==> src/rtl/bcd_clock_pkg.sv <==
package bcd_clock_pkg;
  localparam int NUM_FIELDS = 3;

  typedef logic [3:0] bcd_t;

  typedef enum logic {
    MODE_SET = 1'b0,
    MODE_RUN = 1'b1
  } mode_e;

  // Highest tens digit of a field: hours stop at 2, the others at 5.
  function automatic bcd_t field_top_tens(input int f);
    return (f == NUM_FIELDS - 1) ? 4'd2 : 4'd5;
  endfunction

  // Units digit paired with the highest tens digit before the wrap.
  function automatic bcd_t field_top_units(input int f);
    return (f == NUM_FIELDS - 1) ? 4'd3 : 4'd9;
  endfunction
endpackage

==> src/rtl/bcd_clock_tick.sv <==
module bcd_clock_tick #(
  parameter int unsigned DIV = 50_000_000
) (
  input  logic clk,
  input  logic rst_n,
  input  logic run_i,
  output logic tick_o
);
  localparam int unsigned CW = (DIV > 1) ? $clog2(DIV) : 1;
  localparam logic [CW-1:0] LAST = CW'(DIV - 1);

  logic [CW-1:0] cnt_q, cnt_d;

  always_comb begin
    if (!run_i)             cnt_d = '0;
    else if (cnt_q == LAST) cnt_d = '0;
    else                    cnt_d = cnt_q + 1'b1;
  end

  assign tick_o = run_i && (cnt_q == LAST);

  always_ff @(posedge clk or negedge rst_n) begin
    if (!rst_n) cnt_q <= '0;
    else        cnt_q <= cnt_d;
  end

  if (DIV > 1) begin : g_chk
    // First cycle of running never carries a tick: full second after start.
    assert_first_second_full_R3: assert property (@(posedge clk) disable iff (!rst_n)
      $rose(run_i) |-> !tick_o);
    assert_tick_single_R3: assert property (@(posedge clk) disable iff (!rst_n)
      tick_o |=> !tick_o);
  end
endmodule

==> src/rtl/bcd_clock_pair.sv <==
module bcd_clock_pair
  import bcd_clock_pkg::*;
#(
  parameter bcd_t TOP_TENS  = 4'd5,
  parameter bcd_t TOP_UNITS = 4'd9
) (
  input  logic clk,
  input  logic rst_n,
  input  logic step_i,
  output bcd_t ones_o,
  output bcd_t tens_o,
  output logic carry_o
);
  bcd_t ones_q, ones_d, tens_q, tens_d;
  logic at_top;

  assign at_top  = (ones_q == TOP_UNITS) && (tens_q == TOP_TENS);
  assign carry_o = step_i && at_top;

  always_comb begin
    ones_d = ones_q;
    tens_d = tens_q;
    if (step_i) begin
      if (at_top) begin
        ones_d = '0;
        tens_d = '0;
      end else if (ones_q == 4'd9) begin
        ones_d = '0;
        tens_d = tens_q + 4'd1;
      end else begin
        ones_d = ones_q + 4'd1;
      end
    end
  end

  always_ff @(posedge clk or negedge rst_n) begin
    if (!rst_n) begin
      ones_q <= '0;
      tens_q <= '0;
    end else if (step_i) begin
      ones_q <= ones_d;
      tens_q <= tens_d;
    end
  end

  assign ones_o = ones_q;
  assign tens_o = tens_q;

  assert_digit_range_R9: assert property (@(posedge clk) disable iff (!rst_n)
    (ones_o <= 4'd9) && (tens_o <= TOP_TENS) &&
    !((tens_o == TOP_TENS) && (ones_o > TOP_UNITS)));
  assert_wrap_to_zero_R4: assert property (@(posedge clk) disable iff (!rst_n)
    carry_o |=> (ones_o == 4'd0) && (tens_o == 4'd0));
  assert_hold_idle_R8: assert property (@(posedge clk) disable iff (!rst_n)
    !step_i |=> $stable(ones_o) && $stable(tens_o));
endmodule

==> src/rtl/bcd_clock_chime.sv <==
module bcd_clock_chime #(
  parameter int unsigned DIV = 50_000_000
) (
  input  logic clk,
  input  logic rst_n,
  input  logic hour_i,
  output logic chime_o
);
  localparam int unsigned CW = (DIV > 1) ? $clog2(DIV) : 1;
  localparam logic [CW-1:0] LAST = CW'(DIV - 1);

  logic [CW-1:0] cnt_q, cnt_d;
  logic on_q, on_d;

  always_comb begin
    on_d  = on_q;
    cnt_d = cnt_q;
    if (hour_i) begin
      on_d  = 1'b1;
      cnt_d = '0;
    end else if (on_q) begin
      if (cnt_q == LAST) on_d  = 1'b0;
      else               cnt_d = cnt_q + 1'b1;
    end
  end

  always_ff @(posedge clk or negedge rst_n) begin
    if (!rst_n) begin
      on_q  <= 1'b0;
      cnt_q <= '0;
    end else begin
      on_q  <= on_d;
      cnt_q <= cnt_d;
    end
  end

  assign chime_o = on_q;

  assert_chime_starts_R7: assert property (@(posedge clk) disable iff (!rst_n)
    hour_i |=> chime_o);
endmodule

==> src/rtl/bcd_clock_core.sv <==
module bcd_clock_core
  import bcd_clock_pkg::*;
#(
  parameter int unsigned TICK_DIV = 50_000_000
) (
  input  logic       clk,
  input  logic       rst_n,
  input  logic       set_mode_i,
  input  logic [1:0] field_sel_i,
  input  logic       inc_i,
  input  logic       start_i,
  output logic [3:0] sec_ones_o,
  output logic [3:0] sec_tens_o,
  output logic [3:0] min_ones_o,
  output logic [3:0] min_tens_o,
  output logic [3:0] hr_ones_o,
  output logic [3:0] hr_tens_o,
  output logic       chime_o
);
  logic [1:0] rsync_q;
  logic       rst_core_n;

  always_ff @(posedge clk or negedge rst_n) begin
    if (!rst_n) rsync_q <= 2'b00;
    else        rsync_q <= {rsync_q[0], 1'b1};
  end
  assign rst_core_n = rsync_q[1];

  mode_e mode_q, mode_d;
  logic  run, tick;

  always_comb begin
    mode_d = mode_q;
    if (set_mode_i)                          mode_d = MODE_SET;
    else if (mode_q == MODE_SET && start_i)  mode_d = MODE_RUN;
  end

  always_ff @(posedge clk or negedge rst_core_n) begin
    if (!rst_core_n) mode_q <= MODE_SET;
    else             mode_q <= mode_d;
  end

  assign run = (mode_q == MODE_RUN);

  bcd_clock_tick #(.DIV(TICK_DIV)) u_tick (
    .clk(clk), .rst_n(rst_core_n), .run_i(run), .tick_o(tick)
  );

  logic [NUM_FIELDS-1:0] step, carry;
  bcd_t ones [NUM_FIELDS];
  bcd_t tens [NUM_FIELDS];

  for (genvar g = 0; g < NUM_FIELDS; g++) begin : g_field
    logic chain_in;
    if (g == 0) begin : g_first
      assign chain_in = tick;
    end else begin : g_next
      assign chain_in = carry[g-1];
    end
    assign step[g] = run ? chain_in : (inc_i && (field_sel_i == 2'(g)));

    bcd_clock_pair #(
      .TOP_TENS (field_top_tens(g)),
      .TOP_UNITS(field_top_units(g))
    ) u_pair (
      .clk(clk), .rst_n(rst_core_n), .step_i(step[g]),
      .ones_o(ones[g]), .tens_o(tens[g]), .carry_o(carry[g])
    );
  end

  bcd_clock_chime #(.DIV(TICK_DIV)) u_chime (
    .clk(clk), .rst_n(rst_core_n), .hour_i(run && carry[1]), .chime_o(chime_o)
  );

  assign sec_ones_o = ones[0];
  assign sec_tens_o = tens[0];
  assign min_ones_o = ones[1];
  assign min_tens_o = tens[1];
  assign hr_ones_o  = ones[2];
  assign hr_tens_o  = tens[2];

  assert_start_enters_run_R3: assert property (@(posedge clk) disable iff (!rst_core_n)
    (mode_q == MODE_SET) && start_i && !set_mode_i |=> run);
  assert_set_wins_R8: assert property (@(posedge clk) disable iff (!rst_core_n)
    set_mode_i |=> !run);
  assert_no_chime_in_set_R7: assert property (@(posedge clk) disable iff (!rst_core_n)
    !run |=> !$rose(chime_o));
endmodule

==> config.mk <==
export PLATFORM = sky130hd
export DESIGN_NAME = bcd_clock_core
export DESIGN_NICKNAME = d
export VERILOG_FILES = /design/src/rtl/bcd_clock_pkg.sv /design/src/rtl/bcd_clock_tick.sv /design/src/rtl/bcd_clock_pair.sv /design/src/rtl/bcd_clock_chime.sv /design/src/rtl/bcd_clock_core.sv
export SDC_FILE = /design/constraint.sdc
export NUM_CORES = 1
export LEC_CHECK = 0
export BUFFER_PORTS_ARGS = -buffer_cell sky130_fd_sc_hd__buf_2
export CORE_MARGIN = 2
export CORE_UTILIZATION = 45
export CTS_CLUSTER_SIZE = 28
export DETAILED_ROUTE_END_ITERATION = 6
export PLACE_DENSITY = 0.68
export RECOVER_POWER = 25
export SLEW_MARGIN = 20
export SYNTH_ARGS = -nofsm -noshare
export SYNTH_HDL_FRONTEND = slang
export SYNTH_SLANG_ARGS = --single-unit
==> constraint.sdc <==
create_clock -name clk -period 3.75 [get_ports clk]
set_clock_uncertainty 0.05 [all_clocks]
set_input_delay 1.125 -clock clk [delete_from_list [all_inputs] [get_ports clk]]
set_output_delay 1.125 -clock clk [all_outputs]
set_load 0.03 [all_outputs]
==> metrics.md <==
| Metric | Value |
|---|---|
| Placed cell areas | about 4500 um2 |
| Setup violations, final | 0 |
| Critical Setup Path Class | reg2reg |
| Layout area overhead | 11.7% |
| Netlist cell types | 52 |
| Area leader, netlist | dfrtp_1 |
| Setup crit start kind | flop |
| Worst EP arrival | between 2000 and 3000 ps |
| Clk root buf | clkbuf_8 |
| Non-filler cells in the finished layout | roughly 580 |
| Layout cell share with drive strength beyond 1 | about 16% |
| CTS-repair resized insts | 0 |
| Vias post-DR | ~3.2k |
| Critical path required time | 3940 ps |
| RSZ-0062 raised after global routing | false |
| Io pins | 32 |
| Number of global-route vias before repair | ~3k |
| Most common cell in the netlist | dfrtp_1 |
| Setup TNS | 0 ps |
| Final hold vios | 0 |
| Yosys synthesis warning count | 0 |
| CTS Hold Buffers Added | 0 |
| Largest net degree at the start of global routing | slightly below 80 |
| Hold path startpoint | rsync_q[0]$_DFF_PN0_ |
| Min cycle time layout | approximately 2600 ps |
| Status | finished clean |
| Longest Clk Path Bufs | 2 |
| Max_slew headroom | between 10 and 15% |
| Final Cycle Share | 68.7% |
| Synth area leaders | dfrtp_1 (47%), nor2_1 (6.0%), xor2_1 (4.8%) |
| Worst Reg-to-Reg Cells | 6 |
| Top-area cell type share of the netlist area | a little under half |
| Max-cap violations | 0 |
| Synth cell count leaders | dfrtp_1 (80), nor2_1 (67), nand3_1 (25), xor2_1 (23), nand2_1 (19) |
| Core Util, Final | 51.5% |
| CP Capture Type | flop |
| Synth Instances | 428 |
| H-Tree Depth | 3 |
| Congestion Overflow GR | 0 |
| Site Rows | 35 |
| Placed cells | 565 |
| Seq/Total Area, Yosys | ~47% |
| Final Wtd Congestion | between 0.7 and 0.8 |
| Post-Route WL | between 8000 and 9000 um |
| Mapped Nets | roughly 450 |
| Clock Latency Late Sink | approximately 350 ps |
| Total GRT Usage | between 10% and 20% |
| Pleak | about 2.1 nW |
| Number of synthesized flops with an enable pin | 0 |
| Clock-pin slew on the worst setup and hold paths | 80 ps |
| Fmax | just under 0.4 GHz |
| CTS buffer count | 9 |
| R2r endpoint | g_field[0].u_pair.tens_o[3]$_DFFE_PN0P_ |
| Die X-Extent | 101 um |
| Initial antenna violation count | 0 |
| 1st-iter DRT viols | ~160 |
| Design area | 4710 um2 |
| Avg Vias per Cell | around 5.5 |
| Wire length per cell | roughly 14 um |
| CTS Sinks | 80 |
| Worst Tran Pin Value | roughly 1300 ps |
| Post-CTS setup buffer count | 0 |
| Post-route ant nets | 0 |
| Post-synth ARST share | 100% |
| Syn Std Cell Area | approximately 4200 um2 |
| Register bit total from synthesis | 80 |
| First drt pass iteration count | 6 |
| Hold Path Depth | 0 |
| Initial core utilization | 46.1% |
| Worst Hold Class | reg2reg |
| Worst reg2reg startpoint | u_tick.cnt_q[0]$_DFF_PN0_ |
| DIE AREA | 10200 um2 |
| # DRC | 0 |
| R2R setup slack | between 1000 and 1500 ps |
| Die Span Y | around 100 um |
| First-pass GRT wire length | approximately 14000 um |
| PwrDens | 488 nW/um2 |
| Worst IR drop on VDD | between 0.00015 and 0.0002 V |
| Hold Path End | rsync_q[1]$_DFF_PN0_ |
| Syn_area_per_cell | 9.86 um2 |
| Core area | 9150 um2 |
| TritonCTS clock tree | yes |
| Critical-path maximum fanout | 7 |
| DP HPWL | between 5000 and 6000 um |
| Diodes inserted | 0 |
| Final #Nets | between 400 and 500 |
| PortBufs | 31 |
| Max-slew violations | 0 |
| Main synth FF type | dfrtp_1 |
-- power breakdown --
group	internal (mW)	switching, mW	leakage [nW]	total (mW)
clock	0.319	0.300	0.0989	0.619
combinational	0.230	0.370	1.01	0.600
sequential	0.951	0.130	0.937	1.08
total	1.50	0.801	2.05	2.30
-- worst max-delay path, cell delays in order (launching register included) --
cell and delay [ps]:
dfrtp_1 390, ha_1 210, nand3_2 140, or4_4 590, or3_1 470, a211oi_2 270, mux2_1 340
-- layer usage --
| metal | global-route usage, % | up-vias | part of all wire [%] | wire (um) |
|---|---|---|---|---|
| met2 | 26.1 | 40 | 47 | 3790 |
| met4 | 7.38 | 0 | 1.3 | 109 |
| met3 | 3.61 | 7 | 2.8 | 231 |
| met5 | 0 | - | 0 | 0 |
| met1 | 22.9 | 1563 | 49 | 4010 |
| li1 | - | 1591 | - | - |
-- worst max-delay path by stage --
stage	slack (ps)	depth (start not counted)	startpoint	end
4_1_cts	1180	6	u_tick.cnt_q[0]$_DFF_PN0_	g_field[0].u_pair.tens_o[3]$_DFFE_PN0P_
6_report	1170	6	u_tick.cnt_q[0]$_DFF_PN0_	g_field[0].u_pair.tens_o[3]$_DFFE_PN0P_
2_1_floorplan	1310	0	rsync_q[1]$_DFF_PN0_	g_field[0].u_pair.ones_o[0]$_DFFE_PN0P_
3_5_place_dp	1180	6	u_tick.cnt_q[0]$_DFF_PN0_	g_field[0].u_pair.tens_o[3]$_DFFE_PN0P_
3_3_place_gp	1230	6	u_tick.cnt_q[0]$_DFF_PN0_	g_field[0].u_pair.tens_o[3]$_DFFE_PN0P_
5_1_grt	860	1	rsync_q[1]$_DFF_PN0_	g_field[2].u_pair.tens_o[1]$_DFFE_PN0P_
-- sequential cells by signal, summed over array words and instances (netlist names) --
signal                 flops
u_tick.cnt_q              26
rsync_q                    2
g_field.u_pair.ones_o     12
g_field.u_pair.tens_o     12
u_chime.chime_o            1
u_chime.cnt_q             26
mode_q                     1
-- through the flow --
stage | setup slack (ps) | total power, mW | hold WS, ps
after floorplan | 1310 | 1.53 | 281
after global placement | 1230 | 1.68 | 289
after detailed placement | 1180 | 1.71 | 294
after CTS | 1180 | 2.33 | 318
after global routing | 862 | 2.45 | 322
final | 1170 | 2.30 | 314
-- kinds of logic after synthesis --
| family | count (synthesis) | share of synthesized area [%] |
|---|---|---|
| AO/OA/AOI/OAI | 52 | 8.03 |
| flip-flops | 80 | 47.4 |
| adder cells (fa/ha/maj) | 14 | 4.15 |
| buffers and inverters | 28 | 2.67 |
| multiplexers | 15 | 4.03 |
| XOR/XNOR | 39 | 8.09 |
| other | 1 | 0.0889 |
| AND/OR/NAND/NOR | 199 | 25.5 |
-- cell type report --
| type | instances | area [um2] |
|---|---|---|
| fill | 829 | 4440 |
| multi-input combinational | 320 | 2120 |
| sequential | 80 | 2000 |
| timing repair buffer | 38 | 204 |
| clock buffer | 11 | 141 |
| tap | 111 | 139 |
| inverter | 17 | 63.8 |
| clock inverter | 4 | 45.0 |
-- cells in the final DEF, fill, tap and decap left out, drive strengths merged, types with 4 or more instances in the layout --
cell type	Yosys	layout
nand4	16	16
and3b	4	4
or4	7	7
or3	5	5
xor2	23	23
and3	12	12
buf	6	36
nor2	67	67
clkbuf	5	13
nor4	9	9
o31ai	8	8
nor3	7	7
nand2	19	19
and4	7	7
o21ai	12	12
nand3	27	27
dfrtp	80	80
inv	17	17
ha	14	14
a21oi	15	15
xnor2	16	16
mux2	13	13
(Power assumes the default switching activity.)
